`src/rtl/itag_pkg.sv`:
```
package itag_pkg;

   // error classes, ordered by reporting priority
   typedef enum logic [2:0] {
      ET_NONE  = 3'd0,
      ET_VPAIR = 3'd1,
      ET_TPAR  = 3'd2,
      ET_MULTI = 3'd3,
      ET_IPAR  = 3'd4
   } etype_e;

   // bit positions inside the check-enable vector
   localparam int EN_VPAIR = 0;
   localparam int EN_TPAR  = 1;
   localparam int EN_MULTI = 2;
   localparam int EN_IPAR  = 3;
   localparam int EN_W     = 4;

   // entry layout: {tag, parity, valid1, valid0}
   localparam int F_V0  = 0;
   localparam int F_V1  = 1;
   localparam int F_PAR = 2;
   localparam int F_TAG = 3;

endpackage

```
`src/rtl/itag_array.sv`:
```
module itag_array #(
   parameter  int SETS  = 16,
   parameter  int WAYS  = 8,
   parameter  int ENT_W = 15,
   parameter  int NRD   = 4,
   localparam int IDX_W = $clog2(SETS)
) (
   input  logic                                clk,
   input  logic                                rst_n,
   input  logic [WAYS-1:0]                     wr_mask,
   input  logic [IDX_W-1:0]                    wr_set,
   input  logic [ENT_W-1:0]                    wr_data,
   input  logic [NRD-1:0][IDX_W-1:0]           rd_set,
   output logic [NRD-1:0][WAYS-1:0][ENT_W-1:0] rd_data
);

   if (SETS < 2 || (1 << IDX_W) != SETS) begin : g_bad_sets
      $error("itag_array: SETS must be a power of two, at least 2");
   end
   if (NRD < 1) begin : g_bad_nrd
      $error("itag_array: need at least one read port");
   end

   logic [WAYS-1:0][ENT_W-1:0] mem [SETS];

   // one masked write port: any subset of the ways of one set per cycle
   always_ff @(posedge clk) begin
      if (!rst_n) begin
         for (int s = 0; s < SETS; s++) mem[s] <= '0;
      end else begin
         for (int w = 0; w < WAYS; w++) begin
            if (wr_mask[w]) mem[wr_set][w] <= wr_data;
         end
      end
   end

   for (genvar p = 0; p < NRD; p++) begin : g_rd
      assign rd_data[p] = mem[rd_set[p]];
   end

endmodule

```
`src/rtl/itag_way_check.sv`:
```
module itag_way_check
   import itag_pkg::*;
#(
   parameter  int TAG_W = 12,
   localparam int ENT_W = TAG_W + 3
) (
   input  logic [ENT_W-1:0] ent,
   input  logic [TAG_W-1:0] tag,
   output logic             pair_bad,
   output logic             par_bad,
   output logic             tag_hit
);

   logic             v0, v1, par, vld;
   logic [TAG_W-1:0] etag;

   assign v0   = ent[F_V0];
   assign v1   = ent[F_V1];
   assign par  = ent[F_PAR];
   assign etag = ent[F_TAG +: TAG_W];
   assign vld  = v0 | v1;

   assign pair_bad = v0 ^ v1;
   assign par_bad  = vld & ((^etag) != par);
   assign tag_hit  = vld & (etag == tag);

endmodule

```
`src/rtl/itag_resolve.sv`:
```
module itag_resolve
   import itag_pkg::*;
#(
   parameter  int WAYS  = 8,
   localparam int WAY_W = $clog2(WAYS)
) (
   input  logic [WAYS-1:0] pair_bad,
   input  logic [WAYS-1:0] par_bad,
   input  logic [WAYS-1:0] tag_hit,
   input  logic [WAYS-1:0] ipar_bad,
   input  logic [EN_W-1:0] en,
   output logic            hit,
   output logic            err,
   output etype_e          etype,
   output logic [WAY_W-1:0] way
);

   logic [WAY_W-1:0] lo_pair, lo_par, hi_hit, second_hit;
   logic             seen_hit, two_hits;

   // lowest offending ways
   always_comb begin
      lo_pair = '0;
      lo_par  = '0;
      for (int w = WAYS - 1; w >= 0; w--) begin
         if (pair_bad[w]) lo_pair = WAY_W'(w);
         if (par_bad[w])  lo_par  = WAY_W'(w);
      end
   end

   // highest matching way and second-lowest matching way
   always_comb begin
      hi_hit     = '0;
      second_hit = '0;
      seen_hit   = 1'b0;
      two_hits   = 1'b0;
      for (int w = 0; w < WAYS; w++) begin
         if (tag_hit[w]) begin
            if (seen_hit && !two_hits) begin
               second_hit = WAY_W'(w);
               two_hits   = 1'b1;
            end
            seen_hit = 1'b1;
            hi_hit   = WAY_W'(w);
         end
      end
   end

   // fixed priority: valid pair, tag parity, multi-hit, instruction parity
   always_comb begin
      hit   = 1'b0;
      err   = 1'b0;
      etype = ET_NONE;
      way   = '0;
      if (en[EN_VPAIR] && |pair_bad) begin
         err = 1'b1; etype = ET_VPAIR; way = lo_pair;
      end else if (en[EN_TPAR] && |par_bad) begin
         err = 1'b1; etype = ET_TPAR; way = lo_par;
      end else if (en[EN_MULTI] && two_hits) begin
         err = 1'b1; etype = ET_MULTI; way = second_hit;
      end else if (seen_hit && en[EN_IPAR] && ipar_bad[hi_hit]) begin
         err = 1'b1; etype = ET_IPAR; way = hi_hit;
      end else if (seen_hit) begin
         hit = 1'b1; way = hi_hit;
      end
   end

endmodule

```
`src/rtl/itag_victim.sv`:
```
module itag_victim #(
   parameter  int WAYS  = 8,
   localparam int WAY_W = $clog2(WAYS)
) (
   input  logic             clk,
   input  logic             rst_n,
   input  logic             adv,
   output logic [WAY_W-1:0] way
);

   if (WAYS < 2) begin : g_bad_ways
      $error("itag_victim: WAYS must be at least 2");
   end

   if ((1 << WAY_W) == WAYS) begin : g_pow2
      // natural wrap of the counter
      always_ff @(posedge clk) begin
         if (!rst_n)   way <= '0;
         else if (adv) way <= way + 1'b1;
      end
   end else begin : g_mod
      always_ff @(posedge clk) begin
         if (!rst_n)   way <= '0;
         else if (adv) way <= (way == WAY_W'(WAYS - 1)) ? '0 : way + 1'b1;
      end
   end

   p_victim_range_r8 : assert property (@(posedge clk) disable iff (!rst_n)
      32'(way) < WAYS);

endmodule

```
`src/rtl/itag_lookup.sv`:
```
module itag_lookup
   import itag_pkg::*;
#(
   parameter  int WAYS  = 8,
   parameter  int SETS  = 16,
   parameter  int TAG_W = 12,
   localparam int WAY_W = $clog2(WAYS),
   localparam int IDX_W = $clog2(SETS),
   localparam int ENT_W = TAG_W + 3
) (
   input  logic             clk,
   input  logic             rst_n,
   input  logic             lk_req,
   input  logic [IDX_W-1:0] lk_set,
   input  logic [TAG_W-1:0] lk_tag,
   input  logic [WAYS-1:0]  lk_ipar_bad,
   input  logic [3:0]       chk_en,
   input  logic             fl_req,
   input  logic [IDX_W-1:0] fl_set,
   input  logic [TAG_W-1:0] fl_tag,
   input  logic             dg_wr,
   input  logic [IDX_W-1:0] dg_set,
   input  logic [WAY_W-1:0] dg_way,
   input  logic [TAG_W-1:0] dg_tag,
   input  logic             dg_v1,
   input  logic             dg_par_inj,
   input  logic             dg_vld_inj,
   input  logic [IDX_W-1:0] dg_rd_set,
   input  logic [WAY_W-1:0] dg_rd_way,
   output logic [TAG_W-1:0] dg_rd_tag,
   output logic             dg_rd_par,
   output logic             dg_rd_v1,
   output logic             dg_rd_v0,
   output logic             rsp_vld,
   output logic             rsp_hit,
   output logic [WAY_W-1:0] rsp_way,
   output logic             rsp_err,
   output logic [2:0]       rsp_type
);

   if (TAG_W < 1) begin : g_bad_tag
      $error("itag_lookup: TAG_W must be positive");
   end

   localparam int NRD   = 4;
   localparam int RP_LK = 0;
   localparam int RP_FL = 1;
   localparam int RP_DG = 2;
   localparam int RP_CK = 3;

   // ---------------- request stage ----------------
   logic             req_q;
   logic [IDX_W-1:0] req_set_q;
   logic [TAG_W-1:0] req_tag_q;
   logic [WAYS-1:0]  req_ipar_q;
   logic [EN_W-1:0]  req_en_q;
   logic [IDX_W-1:0] rsp_set_q;
   logic [TAG_W-1:0] rsp_tag_q;

   always_ff @(posedge clk) begin
      if (!rst_n) begin
         req_q      <= 1'b0;
         req_set_q  <= '0;
         req_tag_q  <= '0;
         req_ipar_q <= '0;
         req_en_q   <= '0;
      end else begin
         req_q <= lk_req;
         if (lk_req) begin
            req_set_q  <= lk_set;
            req_tag_q  <= lk_tag;
            req_ipar_q <= lk_ipar_bad;
            req_en_q   <= chk_en;
         end
      end
   end

   // ---------------- tag array ----------------
   logic [WAYS-1:0]                     wr_mask;
   logic [IDX_W-1:0]                    wr_set;
   logic [ENT_W-1:0]                    wr_data;
   logic [NRD-1:0][IDX_W-1:0]           rd_set;
   logic [NRD-1:0][WAYS-1:0][ENT_W-1:0] rd_data;

   assign rd_set[RP_LK] = req_set_q;
   assign rd_set[RP_FL] = fl_set;
   assign rd_set[RP_DG] = dg_rd_set;
   assign rd_set[RP_CK] = rsp_set_q;

   itag_array #(.SETS(SETS), .WAYS(WAYS), .ENT_W(ENT_W), .NRD(NRD)) u_array (
      .clk     (clk),
      .rst_n   (rst_n),
      .wr_mask (wr_mask),
      .wr_set  (wr_set),
      .wr_data (wr_data),
      .rd_set  (rd_set),
      .rd_data (rd_data)
   );

   // ---------------- per-way checks ----------------
   logic [WAYS-1:0] lk_pair, lk_par, lk_hit, fl_hit;

   for (genvar w = 0; w < WAYS; w++) begin : g_way
      itag_way_check #(.TAG_W(TAG_W)) u_chk (
         .ent      (rd_data[RP_LK][w]),
         .tag      (req_tag_q),
         .pair_bad (lk_pair[w]),
         .par_bad  (lk_par[w]),
         .tag_hit  (lk_hit[w])
      );
      // flush compares tags only, no checking
      assign fl_hit[w] = (rd_data[RP_FL][w][F_V0] | rd_data[RP_FL][w][F_V1]) &&
                         (rd_data[RP_FL][w][F_TAG +: TAG_W] == fl_tag);
   end

   // ---------------- resolution ----------------
   logic             res_hit, res_err;
   etype_e           res_type;
   logic [WAY_W-1:0] res_way, vict_way;
   logic             alloc;

   itag_resolve #(.WAYS(WAYS)) u_resolve (
      .pair_bad (lk_pair),
      .par_bad  (lk_par),
      .tag_hit  (lk_hit),
      .ipar_bad (req_ipar_q),
      .en       (req_en_q),
      .hit      (res_hit),
      .err      (res_err),
      .etype    (res_type),
      .way      (res_way)
   );

   assign alloc = req_q & ~res_err & ~res_hit;

   itag_victim #(.WAYS(WAYS)) u_victim (
      .clk   (clk),
      .rst_n (rst_n),
      .adv   (alloc),
      .way   (vict_way)
   );

   // ---------------- write arbitration ----------------
   always_comb begin
      wr_mask = '0;
      wr_set  = req_set_q;
      wr_data = '0;
      if (req_q) begin
         if (res_err) begin
            wr_mask = '1;
         end else if (!res_hit) begin
            wr_mask = WAYS'(1) << vict_way;
            wr_data = {req_tag_q, ^req_tag_q, 1'b1, 1'b1};
         end
      end else if (fl_req) begin
         wr_mask = fl_hit;
         wr_set  = fl_set;
      end else if (dg_wr) begin
         wr_mask = WAYS'(1) << dg_way;
         wr_set  = dg_set;
         wr_data = {dg_tag, (^dg_tag) ^ dg_par_inj, dg_v1, dg_v1 ^ dg_vld_inj};
      end
   end

   // ---------------- response stage ----------------
   always_ff @(posedge clk) begin
      if (!rst_n) begin
         rsp_vld   <= 1'b0;
         rsp_hit   <= 1'b0;
         rsp_err   <= 1'b0;
         rsp_type  <= '0;
         rsp_way   <= '0;
         rsp_set_q <= '0;
         rsp_tag_q <= '0;
      end else begin
         rsp_vld   <= req_q;
         rsp_hit   <= req_q & res_hit;
         rsp_err   <= req_q & res_err;
         rsp_type  <= req_q ? 3'(res_type) : 3'd0;
         rsp_way   <= !req_q ? '0 : ((res_hit || res_err) ? res_way : vict_way);
         rsp_set_q <= req_set_q;
         rsp_tag_q <= req_tag_q;
      end
   end

   // ---------------- diagnostic read ----------------
   logic [ENT_W-1:0] dg_ent;
   assign dg_ent    = rd_data[RP_DG][dg_rd_way];
   assign dg_rd_tag = dg_ent[F_TAG +: TAG_W];
   assign dg_rd_par = dg_ent[F_PAR];
   assign dg_rd_v1  = dg_ent[F_V1];
   assign dg_rd_v0  = dg_ent[F_V0];

   // ---------------- assertions ----------------
   logic [WAYS-1:0]  ck_vmask;
   logic [ENT_W-1:0] ck_ent;

   always_comb begin
      for (int w = 0; w < WAYS; w++) begin
         ck_vmask[w] = rd_data[RP_CK][w][F_V0] | rd_data[RP_CK][w][F_V1];
      end
   end
   assign ck_ent = rd_data[RP_CK][rsp_way];

   p_op_excl_r1 : assert property (@(posedge clk) disable iff (!rst_n)
      (fl_req || dg_wr) |-> !(lk_req || req_q));

   p_rsp_latency_r1 : assert property (@(posedge clk) disable iff (!rst_n)
      lk_req |-> ##2 rsp_vld);

   p_rsp_quiet_r1 : assert property (@(posedge clk) disable iff (!rst_n)
      !rsp_vld |-> (!rsp_hit && !rsp_err && rsp_type == 3'd0));

   p_hit_err_excl_r2 : assert property (@(posedge clk) disable iff (!rst_n)
      !(rsp_hit && rsp_err));

   p_err_type_r3 : assert property (@(posedge clk) disable iff (!rst_n)
      rsp_err |-> (rsp_type inside {3'd1, 3'd2, 3'd3, 3'd4}));

   p_set_wiped_r7 : assert property (@(posedge clk) disable iff (!rst_n)
      rsp_err |-> (ck_vmask == '0));

   p_alloc_clean_r8 : assert property (@(posedge clk) disable iff (!rst_n)
      (rsp_vld && !rsp_hit && !rsp_err) |->
         (ck_ent[F_TAG +: TAG_W] == rsp_tag_q && ck_ent[F_V0] && ck_ent[F_V1] &&
          ck_ent[F_PAR] == ^rsp_tag_q));

endmodule

```
`config.mk`:
```
export PLATFORM = sky130hd
export DESIGN_NAME = itag_lookup
export DESIGN_NICKNAME = d
export VERILOG_FILES = /design/src/rtl/itag_pkg.sv /design/src/rtl/itag_array.sv /design/src/rtl/itag_way_check.sv /design/src/rtl/itag_resolve.sv /design/src/rtl/itag_victim.sv /design/src/rtl/itag_lookup.sv
export SDC_FILE = /design/constraint.sdc
export NUM_CORES = 2
export LEC_CHECK = 0
export BUFFER_PORTS_ARGS = -buffer_cell sky130_fd_sc_hd__buf_4
export CAP_MARGIN = 20
export CELL_PAD_IN_SITES_DETAIL_PLACEMENT = 0
export CELL_PAD_IN_SITES_GLOBAL_PLACEMENT = 1
export CORE_ASPECT_RATIO = 1.4
export CORE_MARGIN = 2
export CORE_UTILIZATION = 50
export CTS_CLUSTER_DIAMETER = 80
export CTS_CLUSTER_SIZE = 10
export DETAILED_ROUTE_END_ITERATION = 8
export PLACE_DENSITY_LB_ADDON = 0.2
export SYNTH_ARGS = -nofsm -noshare
export SYNTH_HDL_FRONTEND = slang
export SYNTH_HIERARCHICAL = 1
export SYNTH_SLANG_ARGS = --single-unit
export TNS_END_PERCENT = 20
```
`constraint.sdc`:
```
create_clock -name clk -period 6.7 [get_ports clk]
set_clock_uncertainty 0.1 [all_clocks]
set_input_delay 0.67 -clock clk [delete_from_list [all_inputs] [get_ports clk]]
set_output_delay 0.67 -clock clk [all_outputs]
set_load 0.02 [all_outputs]
```
==> out/qor.yml <==
postPlaceCellArea_um2: 131000
core-area_um2: 241000
place_hpwl_um: 320000
grt_util_met1_pct: 44.7
crit_type: "reg -> reg"
use_met3_pct: 8.50
min_to: "req_tag_q[11]$_SDFFE_PN0P_"
setup_viol: 0
worst_pin_slew_ns: 1.44
syn_area_per_cell_um2: 14.7
report.final.hold_viol_count: 0
ios: 102
finalNonFillerCells: 11900
first_pass_iters: 8
crit_start: "req_set_q[1]$_SDFFE_PN0P_"
synthesis.nets: 8346
syn2layout_area_growth_pct: 14.4
grt.busiest_layer: "met2"
avgRoutedWirePerCell_um: 39.7
leakage_nw: 49.8
drv_slew: 0
end_kind: "flip-flop"
ff2ff_setup_slack_ns: 0.04
critPathLaunchType: "flip-flop"
slew_headroom_pct: 4.21
grt.total_usage_pct: 38.2
grt_pass1_wl_um: 651000
routed_wirelength_um: 471000
finalPower_mw: 31.6
syn_inst: 8255
root_buffer: "clkbuf_16"
drive_gt1_share_pct: 32.6
max_freq_mhz: 150
status: "completed"
initial_core_util_pct: 50.3
post-route-util_pct: 57.5
hold_depth: 3
power.density_nw_per_um2: 228
antenna_found_initial: 52
cp.arrival_ns: 7.14
synth_area_um2: 121000
cts_buffers: 222
stdcell_area_um2: 138000
period_minus_slack_ns: 6.66
gp_congestion: 1.02
clock_latency_ns: 0.90
hold_path_class: "in -> reg"
min_period_over_period_pct: 99.4
clk_pin_slew_worst_paths_ns: 0.06
ir_drop_mv: 0.203
fillers: 18700
drv_cap: 0
vias: 83100
cts_sinks: 1961
dpl.cell_count: 11500
rsz0062_at_grt: "true"
synth_warnings: 6
grt_max_degree: 102
min-delay-start: "lk_tag[11]"
finalSetupTns_ns: 0
nNetsFinal: 8634
dieArea_um2: 246000
met2_usage_pct: 61.1
worstReg2RegStart: "req_set_q[1]$_SDFFE_PN0P_"
drcViolationCount: 0
cts-root-to-sink-buffers: 4
cts_tree: "yes"
r2r_end: "u_array/mem[11][84]$_SDFFCE_PN0P_"
cp_data_required_time_ns: 7.18
drt_iter0_markers: 11300
grt_pass1_vias: 83800
r2r_cells: 27
fp-row-count: 213
routed_via_density: 7.01
htreeDepth: 4
portBuffers: 101
ant_nets: 0
die_w_um: 420
grt.overflow.total: 0
die_y_um: 586
critical_path.max_fanout: 22
[where the power goes]
part           leakage, nW  switching (mW)  total (mW)  internal, mW
logic                 26.7            3.79        6.40          2.61
registers             20.2           0.360        14.3          13.9
clock network         2.88            4.95        10.9          5.99
[cell type report]
type | count | area, µm² | share of cell area [%]
antenna | 29 | 72.6 | 0.0524
tap | 3225 | 4040 | 2.91
multi-input combinational | 5357 | 59000 | 42.6
timing repair buffer | 974 | 10900 | 7.85
clock buffer | 279 | 5830 | 4.21
inverter | 27 | 101 | 0.0732
clock inverter | 7 | 82.6 | 0.0596
sequential | 1961 | 58500 | 42.2
[layout by cell type, fill, tap and decap left out, types with 17 or more instances in the layout]
master         count
a22oi_1          698
a22oi_2           19
and2_1          1924
buf_12           246
buf_4            670
clkbuf_1          54
clkbuf_16        229
dfxtp_1           28
diode_2           29
dlygate4sd3_1     24
edfxtp_1        1920
inv_1             27
mux2i_1           34
mux4_1            30
mux4_2          1408
nand2_1          376
nand4_1           24
nor2_1           112
nor2_2            50
nor2b_1           36
nor4_1            21
o21ai_0           17
o21ai_1          103
o21ai_2           30
xnor2_1          116
xnor3_1           20
xor2_1           141
[worst max path at each step]
stage	endpoint	depth (start not counted)
floorplan	u_array/mem[0][105]$_SDFFCE_PN0P_	24
global placement	u_array/mem[2][31]$_SDFFCE_PN0P_	23
detailed placement	u_array/mem[6][30]$_SDFFCE_PN0P_	25
CTS	u_array/mem[2][92]$_SDFFCE_PN0P_	27
global route	u_array/mem[13][76]$_SDFFCE_PN0P_	27
finish	u_array/mem[11][84]$_SDFFCE_PN0P_	27
[worst max-delay path, cell delays in order, from the launching register on]
cell and delay (ns):
dfxtp_4 0.50, buf_4 0.17, buf_12 0.18, mux4_2 0.34, a22oi_1 0.43, nand2_1 0.26
xor2_1 0.23, nor4_2 0.34, nand4_1 0.16, nor4_2 0.39, buf_4 0.20, inv_1 0.06
ha_1 0.19, buf_4 0.15, inv_1 0.07, maj3_1 0.16, o32a_1 0.21, o31ai_4 0.09
and3_1 0.20, and3_1 0.24, nor2b_1 0.13, buf_4 0.14, nand2_1 0.10, a22oi_1 0.19
buf_4 0.24, nand4b_4 0.26, o21ai_1 0.32, buf_4 0.26
[layer usage]
layer	wire, µm	part of all wire [%]	up-vias
met2	225000	48	5559
met1	153000	33	43000
met3	48600	10	1569
met4	44200	9.4	29
li1	-	-	33000
met5	352	0.075	-
[repair_timing]
item / 4_1_cts / 5_1_grt
pin swaps: 0 / 6
gates resized for setup: 21 / 78
hold buffers: 24 / 0
setup buffers: 4 / 20
cloned: 2 / 5
hold endpoints to repair: 24 / 0
endpoints found under the setup margin: 2965 / 3749
[metrics by stage]
step / hold WS (ns) / worst slack, ns
final: 0.0247 / 0.0428
after global routing: 0.0408 / -0.0299
after CTS: 0.00605 / 0.0461
after detailed placement: 0.404 / -0.248
after global placement: 0.391 / -0.708
after floorplan: 0.361 / -0.129
[state kept, by name (all words and copies together) (netlist names)]
signal        count
req_ipar_q        8
rsp_hit           1
u_array/mem    1920
rsp_vld           1
rsp_err           1
req_tag_q        12
req_set_q         4
req_q             1
rsp_way           3
req_en_q          4
u_victim/way      3
rsp_type          3
(Power assumes the default switching activity.)
